<file path="src/rtl/rwg_pkg.sv">
package rwg_pkg;

    localparam int unsigned NUM_REGIONS  = 8;
    localparam int unsigned REGION_IDX_W = $clog2(NUM_REGIONS);
    localparam int unsigned CODE_W       = 2;

    typedef enum logic [CODE_W-1:0] {
        WC_NONE = 2'b00,
        WC_ONE  = 2'b01,
        WC_TWO  = 2'b10,
        WC_EXT  = 2'b11
    } wcode_e;

    typedef enum logic [2:0] {
        ST_IDLE,
        ST_COUNT,
        ST_EXT,
        ST_RELEASE,
        ST_HUNG
    } state_e;

endpackage

</file>
<file path="src/rtl/rwg_region_dec.sv">
module rwg_region_dec
    import rwg_pkg::*;
#(
    parameter int unsigned ADDR_W  = 20,
    parameter int unsigned SMALL_W = 14
) (
    input  logic [ADDR_W-1:0]       addr,
    output logic [REGION_IDX_W-1:0] region
);
    // Four small regions of 2**SMALL_W bytes, then four doubling regions.
    localparam int unsigned BIG_BASE = SMALL_W + 2;

    logic unused_low;
    assign unused_low = ^addr[SMALL_W-1:0];

    always_comb begin
        region = {1'b0, addr[SMALL_W+1:SMALL_W]};
        // ascending scan: the highest set bit wins
        for (int b = 0; b < 4; b++) begin
            if (addr[BIG_BASE+b]) begin
                region = REGION_IDX_W'(4 + b);
            end
        end
    end

endmodule

</file>
<file path="src/rtl/rwg_cfg_regs.sv">
module rwg_cfg_regs
    import rwg_pkg::*;
#(
    parameter int unsigned      ADDR_W   = 20,
    parameter int unsigned      DATA_W   = 16,
    parameter logic [ADDR_W-1:0] LO_ADDR = 20'h0FFC7,
    parameter logic [ADDR_W-1:0] HI_ADDR = 20'h0FFC8,
    parameter logic [7:0]       LO_RESET = 8'hAA,
    parameter logic [7:0]       HI_RESET = 8'hAA,
    parameter logic [7:0]       FIXED_HI = 8'hAA
) (
    input  logic                             clk,
    input  logic                             rst_n,
    input  logic                             wr_stb,
    input  logic [ADDR_W-1:0]                addr,
    input  logic [DATA_W-1:0]                wdata,
    output logic [NUM_REGIONS*CODE_W-1:0]    codes,
    output logic [DATA_W-1:0]                rdata
);
    localparam int unsigned BYTE_W = 8;

    logic [BYTE_W-1:0] low_codes_q;
    logic [BYTE_W-1:0] high_codes_q;
    logic              unused_wdata;

    assign unused_wdata = ^wdata[DATA_W-1:BYTE_W];

    always_ff @(posedge clk or negedge rst_n) begin
        if (!rst_n) begin
            low_codes_q  <= LO_RESET;
            high_codes_q <= HI_RESET;
        end else if (wr_stb) begin
            if (addr == LO_ADDR) low_codes_q  <= wdata[BYTE_W-1:0];
            if (addr == HI_ADDR) high_codes_q <= wdata[BYTE_W-1:0];
        end
    end

    assign codes = {high_codes_q, low_codes_q};

    always_comb begin
        rdata = '0;
        if (addr == LO_ADDR) begin
            rdata[BYTE_W-1:0] = low_codes_q;
        end else if (addr == HI_ADDR) begin
            rdata[2*BYTE_W-1:BYTE_W] = FIXED_HI;
        end
    end

endmodule

</file>
<file path="src/rtl/rwg_sync.sv">
module rwg_sync #(
    parameter int unsigned STAGES = 2
) (
    input  logic clk,
    input  logic rst_n,
    input  logic d,
    output logic q
);
    logic [STAGES-1:0] chain_q;

    always_ff @(posedge clk or negedge rst_n) begin
        if (!rst_n) chain_q <= '1;
        else        chain_q <= {chain_q[STAGES-2:0], d};
    end

    assign q = chain_q[STAGES-1];

endmodule

</file>
<file path="src/rtl/region_wait_gen.sv">
module region_wait_gen
    import rwg_pkg::*;
#(
    parameter int unsigned       ADDR_W      = 20,
    parameter int unsigned       DATA_W      = 16,
    parameter int unsigned       SMALL_W     = 14,
    parameter int unsigned       SYNC_STAGES = 2,
    parameter logic [ADDR_W-1:0] CFG_LO_ADDR = 20'h0FFC7,
    parameter logic [ADDR_W-1:0] CFG_HI_ADDR = 20'h0FFC8,
    parameter logic [ADDR_W-1:0] SFR_LO      = 20'h0FE00,
    parameter logic [ADDR_W-1:0] SFR_HI      = 20'h0FFFF,
    parameter logic [ADDR_W-1:0] ROM_LO      = 20'h00000,
    parameter logic [ADDR_W-1:0] ROM_HI      = 20'h07FFF,
    parameter logic [7:0]        FIXED_HI    = 8'hAA
) (
    input  logic              clk,
    input  logic              rst_n,
    input  logic              req,
    input  logic              we,
    input  logic [ADDR_W-1:0] addr,
    input  logic [DATA_W-1:0] wdata,
    input  logic              wait_n,
    output logic              ready,
    output logic [DATA_W-1:0] rdata,
    output logic              hang
);
    localparam int unsigned CNT_W = 2;

    logic [REGION_IDX_W-1:0]          region;
    logic [NUM_REGIONS*CODE_W-1:0]    codes;
    wcode_e                           code;
    logic                             sfr_hit, rom_hit, wait_rel;
    logic                             st_idle, accept, zero_path;
    state_e                           state_q, state_d;
    logic [CNT_W-1:0]                 cnt_q, cnt_d;
    logic                             hang_q;

    rwg_region_dec #(.ADDR_W(ADDR_W), .SMALL_W(SMALL_W)) u_dec (
        .addr   (addr),
        .region (region)
    );

    rwg_cfg_regs #(
        .ADDR_W(ADDR_W), .DATA_W(DATA_W),
        .LO_ADDR(CFG_LO_ADDR), .HI_ADDR(CFG_HI_ADDR),
        .LO_RESET(8'hAA), .HI_RESET(8'hAA), .FIXED_HI(FIXED_HI)
    ) u_cfg (
        .clk    (clk),
        .rst_n  (rst_n),
        .wr_stb (accept && we),
        .addr   (addr),
        .wdata  (wdata),
        .codes  (codes),
        .rdata  (rdata)
    );

    rwg_sync #(.STAGES(SYNC_STAGES)) u_sync (
        .clk   (clk),
        .rst_n (rst_n),
        .d     (wait_n),
        .q     (wait_rel)
    );

    // window compares written as offset <= span to avoid compares against zero
    assign sfr_hit   = (addr - SFR_LO) <= (SFR_HI - SFR_LO);
    assign rom_hit   = (addr - ROM_LO) <= (ROM_HI - ROM_LO);
    assign code      = wcode_e'(codes[{region, 1'b0} +: CODE_W]);
    assign zero_path = sfr_hit || (code == WC_NONE);
    assign st_idle   = (state_q == ST_IDLE);
    assign accept    = st_idle && req;

    // state register
    always_ff @(posedge clk or negedge rst_n) begin
        if (!rst_n) begin
            state_q <= ST_IDLE;
            cnt_q   <= '0;
            hang_q  <= 1'b0;
        end else begin
            state_q <= state_d;
            cnt_q   <= cnt_d;
            hang_q  <= hang_q || (state_d == ST_HUNG);
        end
    end

    // next state
    always_comb begin
        state_d = state_q;
        cnt_d   = cnt_q;
        unique case (state_q)
            ST_IDLE: begin
                if (accept && !zero_path) begin
                    unique case (code)
                        WC_ONE: begin
                            state_d = ST_COUNT;
                            cnt_d   = CNT_W'(0);
                        end
                        WC_TWO: begin
                            state_d = ST_COUNT;
                            cnt_d   = CNT_W'(1);
                        end
                        WC_EXT:  state_d = rom_hit ? ST_HUNG : ST_EXT;
                        default: state_d = ST_IDLE;
                    endcase
                end
            end
            ST_COUNT: begin
                if (cnt_q == '0) state_d = ST_IDLE;
                else             cnt_d   = cnt_q - CNT_W'(1);
            end
            ST_EXT:     if (wait_rel) state_d = ST_RELEASE;
            ST_RELEASE: state_d = ST_IDLE;
            ST_HUNG:    state_d = ST_HUNG;
            default:    state_d = ST_IDLE;
        endcase
    end

    // outputs
    always_comb begin
        unique case (state_q)
            ST_IDLE:    ready = req && zero_path;
            ST_COUNT:   ready = (cnt_q == '0);
            ST_RELEASE: ready = 1'b1;
            default:    ready = 1'b0;
        endcase
        hang = hang_q;
    end

endmodule

</file>
<file path="config.mk">
export PLATFORM = sky130hd
export DESIGN_NAME = region_wait_gen
export DESIGN_NICKNAME = d
export VERILOG_FILES = /design/src/rtl/rwg_pkg.sv /design/src/rtl/rwg_region_dec.sv /design/src/rtl/rwg_cfg_regs.sv /design/src/rtl/rwg_sync.sv /design/src/rtl/region_wait_gen.sv
export SDC_FILE = /design/constraint.sdc
export NUM_CORES = 1
export LEC_CHECK = 0
export ABC_CLOCK_PERIOD_IN_PS = 2900
export BUFFER_PORTS_ARGS = -buffer_cell sky130_fd_sc_hd__buf_2
export CORE_ASPECT_RATIO = 0.5
export CORE_MARGIN = 3
export CORE_UTILIZATION = 45
export CTS_CLUSTER_DIAMETER = 40
export DETAILED_ROUTE_END_ITERATION = 8
export HOLD_SLACK_MARGIN = 0.03
export PLACE_DENSITY = 0.76
export SLEW_MARGIN = 10
export SYNTH_ARGS = -nofsm -noshare
export SYNTH_HDL_FRONTEND = slang
export SYNTH_SLANG_ARGS = --single-unit
export TNS_END_PERCENT = 10
</file>
<file path="constraint.sdc">
create_clock -name clk -period 2.9 [get_ports clk]
set_input_delay 0.29 -clock clk [delete_from_list [all_inputs] [get_ports clk]]
set_output_delay 0.29 -clock clk [all_outputs]
set_load 0.02 [all_outputs]
</file>
Yosys cells after proc, flatten, opt, wreduce, memory -nomap -nowiden
Cells that the tools add are included.
- muxes and demuxes: 18
- add/sub/neg operators: 2
- eq/ne operators: 13
- magnitude comparators: 2
- shifts and indexed selects: 1
- reductions and logical operators: 15
- operator list (cell ; count):
    == test 20 x 16 -> 1 bit, second input constant ; 2
    2-to-1 mux 3 bit ; 8
    2-to-1 mux 8 bit ; 3
    <= comparator 20 x 15 -> 1 bit, second input constant ; 1
    <= comparator 20 x 9 -> 1 bit, second input constant ; 1
    subtractor 20 x 16 -> 20 bit, second input constant ; 1
    variable part select 16 x 5 -> 2 bit ; 1
    one-hot mux 3 bit (4 select lines) ; 1
    one-hot mux 2 bit (2 select lines) ; 2
    == test 3 x 2 -> 1 bit, second input constant ; 2
    == test 3 bit, second input constant ; 2
    one-hot mux 3 bit (2 select lines) ; 1
    == test 2 bit, second input constant ; 2
    logical AND 1 bit ; 4
    logical NOT 2 bit ; 2
    2-to-1 mux 2 bit ; 2
    AND reduction 2 bit ; 2
    AND reduction 4 bit ; 1
    == test 3 x 1 -> 1 bit, second input constant ; 1
    logical NOT 3 bit ; 1
    != test 3 x 1 -> 1 bit, second input constant ; 1
    one-hot mux 1 bit (3 select lines) ; 1
    == test 2 x 1 -> 1 bit, second input constant ; 1
    logical OR 1 bit ; 2
    6 further kinds ; 6
- flip-flop bits (word level): 24
- input bits: 41
- logic and storage cells: 57

Longest topological paths before layout
- depth after elaboration: 13
- mapped depth: 11
- depth with buffers taken out: 11

Hierarchy
From an unflattened synthesis, not the netlist that was laid out.
- cell total of the unflattened synthesis: 141
- area, all modules: 1655.3 um^2
- modules (own cells, without submodules) (module ; instances ; area an instance (um^2) ; cells an instance):
    rwg_cfg_regs ; 1 ; 872.1 ; 60
    region_wait_gen ; 1 ; 693.2 ; 72
    rwg_sync ; 1 ; 52.6 ; 2
    rwg_region_dec ; 1 ; 37.5 ; 7

Worst setup path before layout
Ideal clock, no wire load.
- kind: in2reg
- start: input addr[16]
- end: register cnt_q[0]
- arrival time: 2695 ps
- library setup time: 79 ps
- data required time: 2821 ps
- stages: 11
- slack: 126 ps
- cells stage by stage: nand2b_1 a21oi_1 nor2_1 mux4_2 mux2i_1 ha_1 nor2_1 nor3b_1 mux2_2 a221o_1 mux2i_1
- word-level cells in the longest chain between the ends: 11
- elaborated cells between the ends (all ways): 19
- those cells by class: add/sub (1); order compare (1); eq/ne (4); shift (1); mux (7); reduce/logical (5)
- ends and longest elaborated chain (element ; RTL line ; source):
    start, declared ; region_wait_gen.sv:20 ; input logic [ADDR_W-1:0] addr,
    parallel branches: the longest is 11 deep, another holds subtractor 20 x 16 -> 20 bit ; - ;
    end signal, assigned ; region_wait_gen.sv:80 ; cnt_q <= cnt_d;
    end, declared ; region_wait_gen.sv:35 ; logic [CNT_W-1:0] cnt_q, cnt_d;
Parallel ways; which one is timed is not known. The select of a mux whose other input is x is not followed.
A chain may end at the register's enable or synchronous reset.

Worst setup path after layout
- start: input addr[16]
- end: output rdata[0]
- word-level cells in the longest chain between the ends: 2
- ends and longest elaborated chain (element ; RTL line ; source):
    == test 20 x 16 -> 1 bit ; rwg_cfg_regs.sv:42 ; if (addr == LO_ADDR) begin
    2-to-1 mux 8 bit ; rwg_cfg_regs.sv:42 ;
    end, declared ; region_wait_gen.sv:24 ; output logic [DATA_W-1:0] rdata,
No other way between the ends.

==> results.py <==
metrics = {
    "hold_path": {
        "hold_start": "wait_n",
        "hold_path_class": "in2reg",
        "whs_path_depth": 1,
        "hold_path_end": "u_sync.chain_q[0]$_DFF_PN1_",
    },
    "route": {
        "wl_per_cell_um": 14.4,
        "vias_per_cell": 5.16,
        "drc": 0,
        "routed_wl_um": 3670,
        "vias": 1316,
        "initialDrtViolationCount": 58,
        "detail-route-antenna-nets": 0,
        "dr.pass1.iters": 4,
    },
    "power_and_ir_drop": {
        "p_int_uw": 555,
        "p_leak_uw": 0.000964,
        "switching_share_pct": 21.2,
        "p_total_uw": 705,
        "power.density_mw_per_mm2": 346,
        "p_clk_share_pct": 41.3,
        "p_switching_uw": 150,
        "combPwrFrac_pct": 10.7,
        "p_seq_share_pct": 47.9,
        "irDropWorstVdd_v": 0.000216,
    },
    "critical_path": {
        "path_max_fanout": 8,
        "worst_ep_required_time_ns": 2.61,
        "rrSetupSlack_ns": 0.43,
        "startpoint_type": "input pin",
        "rr_startpoint": "u_cfg.low_codes_q[0]$_DFFE_PN0P_",
        "reg2reg_to": "cnt_q[0]$_DFFE_PN0P_",
        "crit_arrival_ns": 2.37,
        "ff2ff_path_depth": 8,
        "critPathKind": "in2out",
        "setup.worst_path.end_class": "output pin",
    },
    "flow_run": {
        "max-cap-violations": 0,
    },
    "place": {
        "dpl.hpwl_um": 2920,
        "io_buffer_count": 46,
        "placed_area_mm2": 0.00195,
        "dp.cells": 250,
        "gp_congestion": 0.792,
    },
    "floorplan": {
        "die_x_um": 90.9,
        "initial_core_util_pct": 50.3,
        "coreArea_mm2": 0.00322,
        "io_pins": 59,
        "rows": 14,
        "die_h_um": 48.4,
        "dieArea_mm2": 0.00440,
    },
    "sta": {
        "tightest_slew_ns": 0.520,
        "finalHoldViolations": 0,
        "clock.fmax_mhz": 375,
        "rsz0062_at_grt": "no",
        "holdWs_ns": 0.115,
        "drv_slew": 0,
        "relSlewSlack_pct": 65.3,
        "skew_ns": 0.00142,
        "period_minus_slack_ns": 2.66,
        "period_share_pct": 91.8,
        "finalSetupViolCount": 0,
    },
    "yosys": {
        "synth-main-ff-cell": "dfrtp_1",
        "synth_edf_count": 0,
        "ys_warn_count": 0,
        "async_flop_share_pct": 100,
        "ys_types": 45,
        "synth_area_leaders": "dfrtp_1 22%, dfstp_2 16%, mux2_2 13%",
        "syn_area_per_cell_um2": 10.9,
        "ys_seq_elements": 24,
        "synth_top_area_share_pct": 21.6,
        "synth_area_leader_cell": "dfrtp_1",
        "synth_cells": 149,
        "yosysSeqAreaShare_pct": 37.8,
        "syn-cell-area_mm2": 0.00162,
    },
    "global_routing": {
        "grt_max_degree": 25,
        "grt_util_all_layers_pct": 17.7,
        "grt_pass1_wl_um": 6330,
        "grt_pass1_vias": 1333,
        "antenna_found_initial": 0,
        "grt_overflow_total": 0,
    },
    "clock_network": {
        "cts_tree": "done",
        "cts_sinks": 24,
        "path_clk_slew_ns": 0.09,
        "clockBufferDepth": 2,
        "cts_buffers": 3,
        "worstSkewPairLatency_ns": 0.26,
        "cts_root_buf": "clkbuf_8",
        "cts_max_level": 1,
    },
    "final_layout": {
        "area_delta_synth_final_pct": 25.8,
        "nFillCells": 268,
        "multiInputGateArea_um2": 942,
        "finalNonFillerCells": 255,
        "register_area_um2": 613,
        "drive_above_1_share_pct": 51.2,
        "nets": 255,
        "final_cell_mix": "46 x buf_2, 19 x mux2_2, 14 x dfrtp_1, 12 x buf_4",
        "diodes": 0,
        "final_common_cell": "buf_2",
        "final_area_mm2": 0.00204,
    },
    "status": {
        "status": "complete, no violations",
    },
}
sequential cells by signal, summed over array words and instances, names as in the netlist:
register and count:
u_cfg.high_codes_q 8, u_cfg.low_codes_q 8, state_q 3, cnt_q 2, u_sync.chain_q 2, hang 1
power groups by stage:
stage | sequential [uW] | clock [uW] | combinational, uW
after floorplan | 344 | 0 | 34.3
after global placement | 344 | 0 | 72.4
after detailed placement | 344 | 0 | 74.7
after CTS | 338 | 300 | 76.0
after global routing | 338 | 307 | 84.5
final | 338 | 291 | 75.8
cell type report:
| cell class | instances | share of cell area, % |
|---|---|---|
| multi-input combinational | 114 | 46.2 |
| sequential | 24 | 30.1 |
| timing repair buffer | 59 | 16.2 |
| tap | 48 | 2.94 |
| clock buffer | 3 | 2.02 |
| clock inverter | 1 | 1.47 |
| inverter | 6 | 1.10 |
per-layer routing:
| layer | global-route usage, % | wire [um] | up-vias |
|---|---|---|---|
| met1 | 22.0 | 1530 | 628 |
| met4 | 4.00 | 14 | 0 |
| met3 | 3.41 | 169 | 2 |
| li1 | - | - | 653 |
| met2 | 32.1 | 1950 | 33 |
| met5 | 0 | 0 | - |
what timing repair did:
action | CTS | global route
setup endpoints to repair | 0 | 1
hold endpoints to repair | 14 | 0
hold buffers | 1 | 0
buffers inserted | 0 | 0
resized for setup | 0 | 2
how the worst max path moves through the flow:
stage / from / endpoint / slack (ns) / cells after the start
after CTS: addr[16] / cnt_q[0]$_DFFE_PN0P_ / 0.08 / 13
after global placement: addr[16] / cnt_q[0]$_DFFE_PN0P_ / -0.07 / 13
final: addr[16] / rdata[0] / 0.24 / 10
after floorplan: addr[16] / cnt_q[0]$_DFFE_PN0P_ / 0.13 / 11
after global routing: addr[16] / cnt_q[0]$_DFFE_PN0P_ / 0.06 / 13
after detailed placement: addr[16] / cnt_q[0]$_DFFE_PN0P_ / -0.18 / 13
stage by stage:
stage / TNS [ns] / setup WS (ns) / utilization [%]
3_3_place_gp: -0.0743 / -0.0743 / 60.5
5_1_grt: 0 / 0.0599 / 63.3
2_1_floorplan: 0 / 0.126 / -
3_5_place_dp: -0.182 / -0.182 / 60.5
4_1_cts: 0 / 0.0797 / 63.0
6_report: 0 / 0.236 / 63.3
cell families (layout without fill, tap and decap cells):
group,after synthesis,count (layout),synth area share [%]
other,1,4,0.231
multiplexers,26,26,20.6
buffers and inverters,14,69,5.32
flip-flops,24,24,37.8
AND/OR/NAND/NOR,55,55,20.8
XOR/XNOR,2,2,1.08
adder cells (fa/ha/maj),6,6,4.63
AO/OA/AOI/OAI,21,21,9.49
cell usage after synthesis (3+ instances only):
cell,count
and2_1,9
nand3_1,5
mux4_2,4
buf_4,7
dfrtp_1,14
nand2_1,7
mux2i_1,3
ha_1,6
o21ai_0,3
dfstp_2,10
or3_1,4
inv_1,6
nor2_1,10
mux2_2,19
a21oi_1,4
worst max-delay path, cell delays in order:
cell     delay [ns]
buf_2          0.10
buf_4          0.14
or4_1          0.55
buf_4          0.21
nor4_4         0.29
nand4_2        0.19
nor3_2         0.13
buf_4          0.17
and2_1         0.13
buf_2          0.16
(Power assumes the default switching activity.)
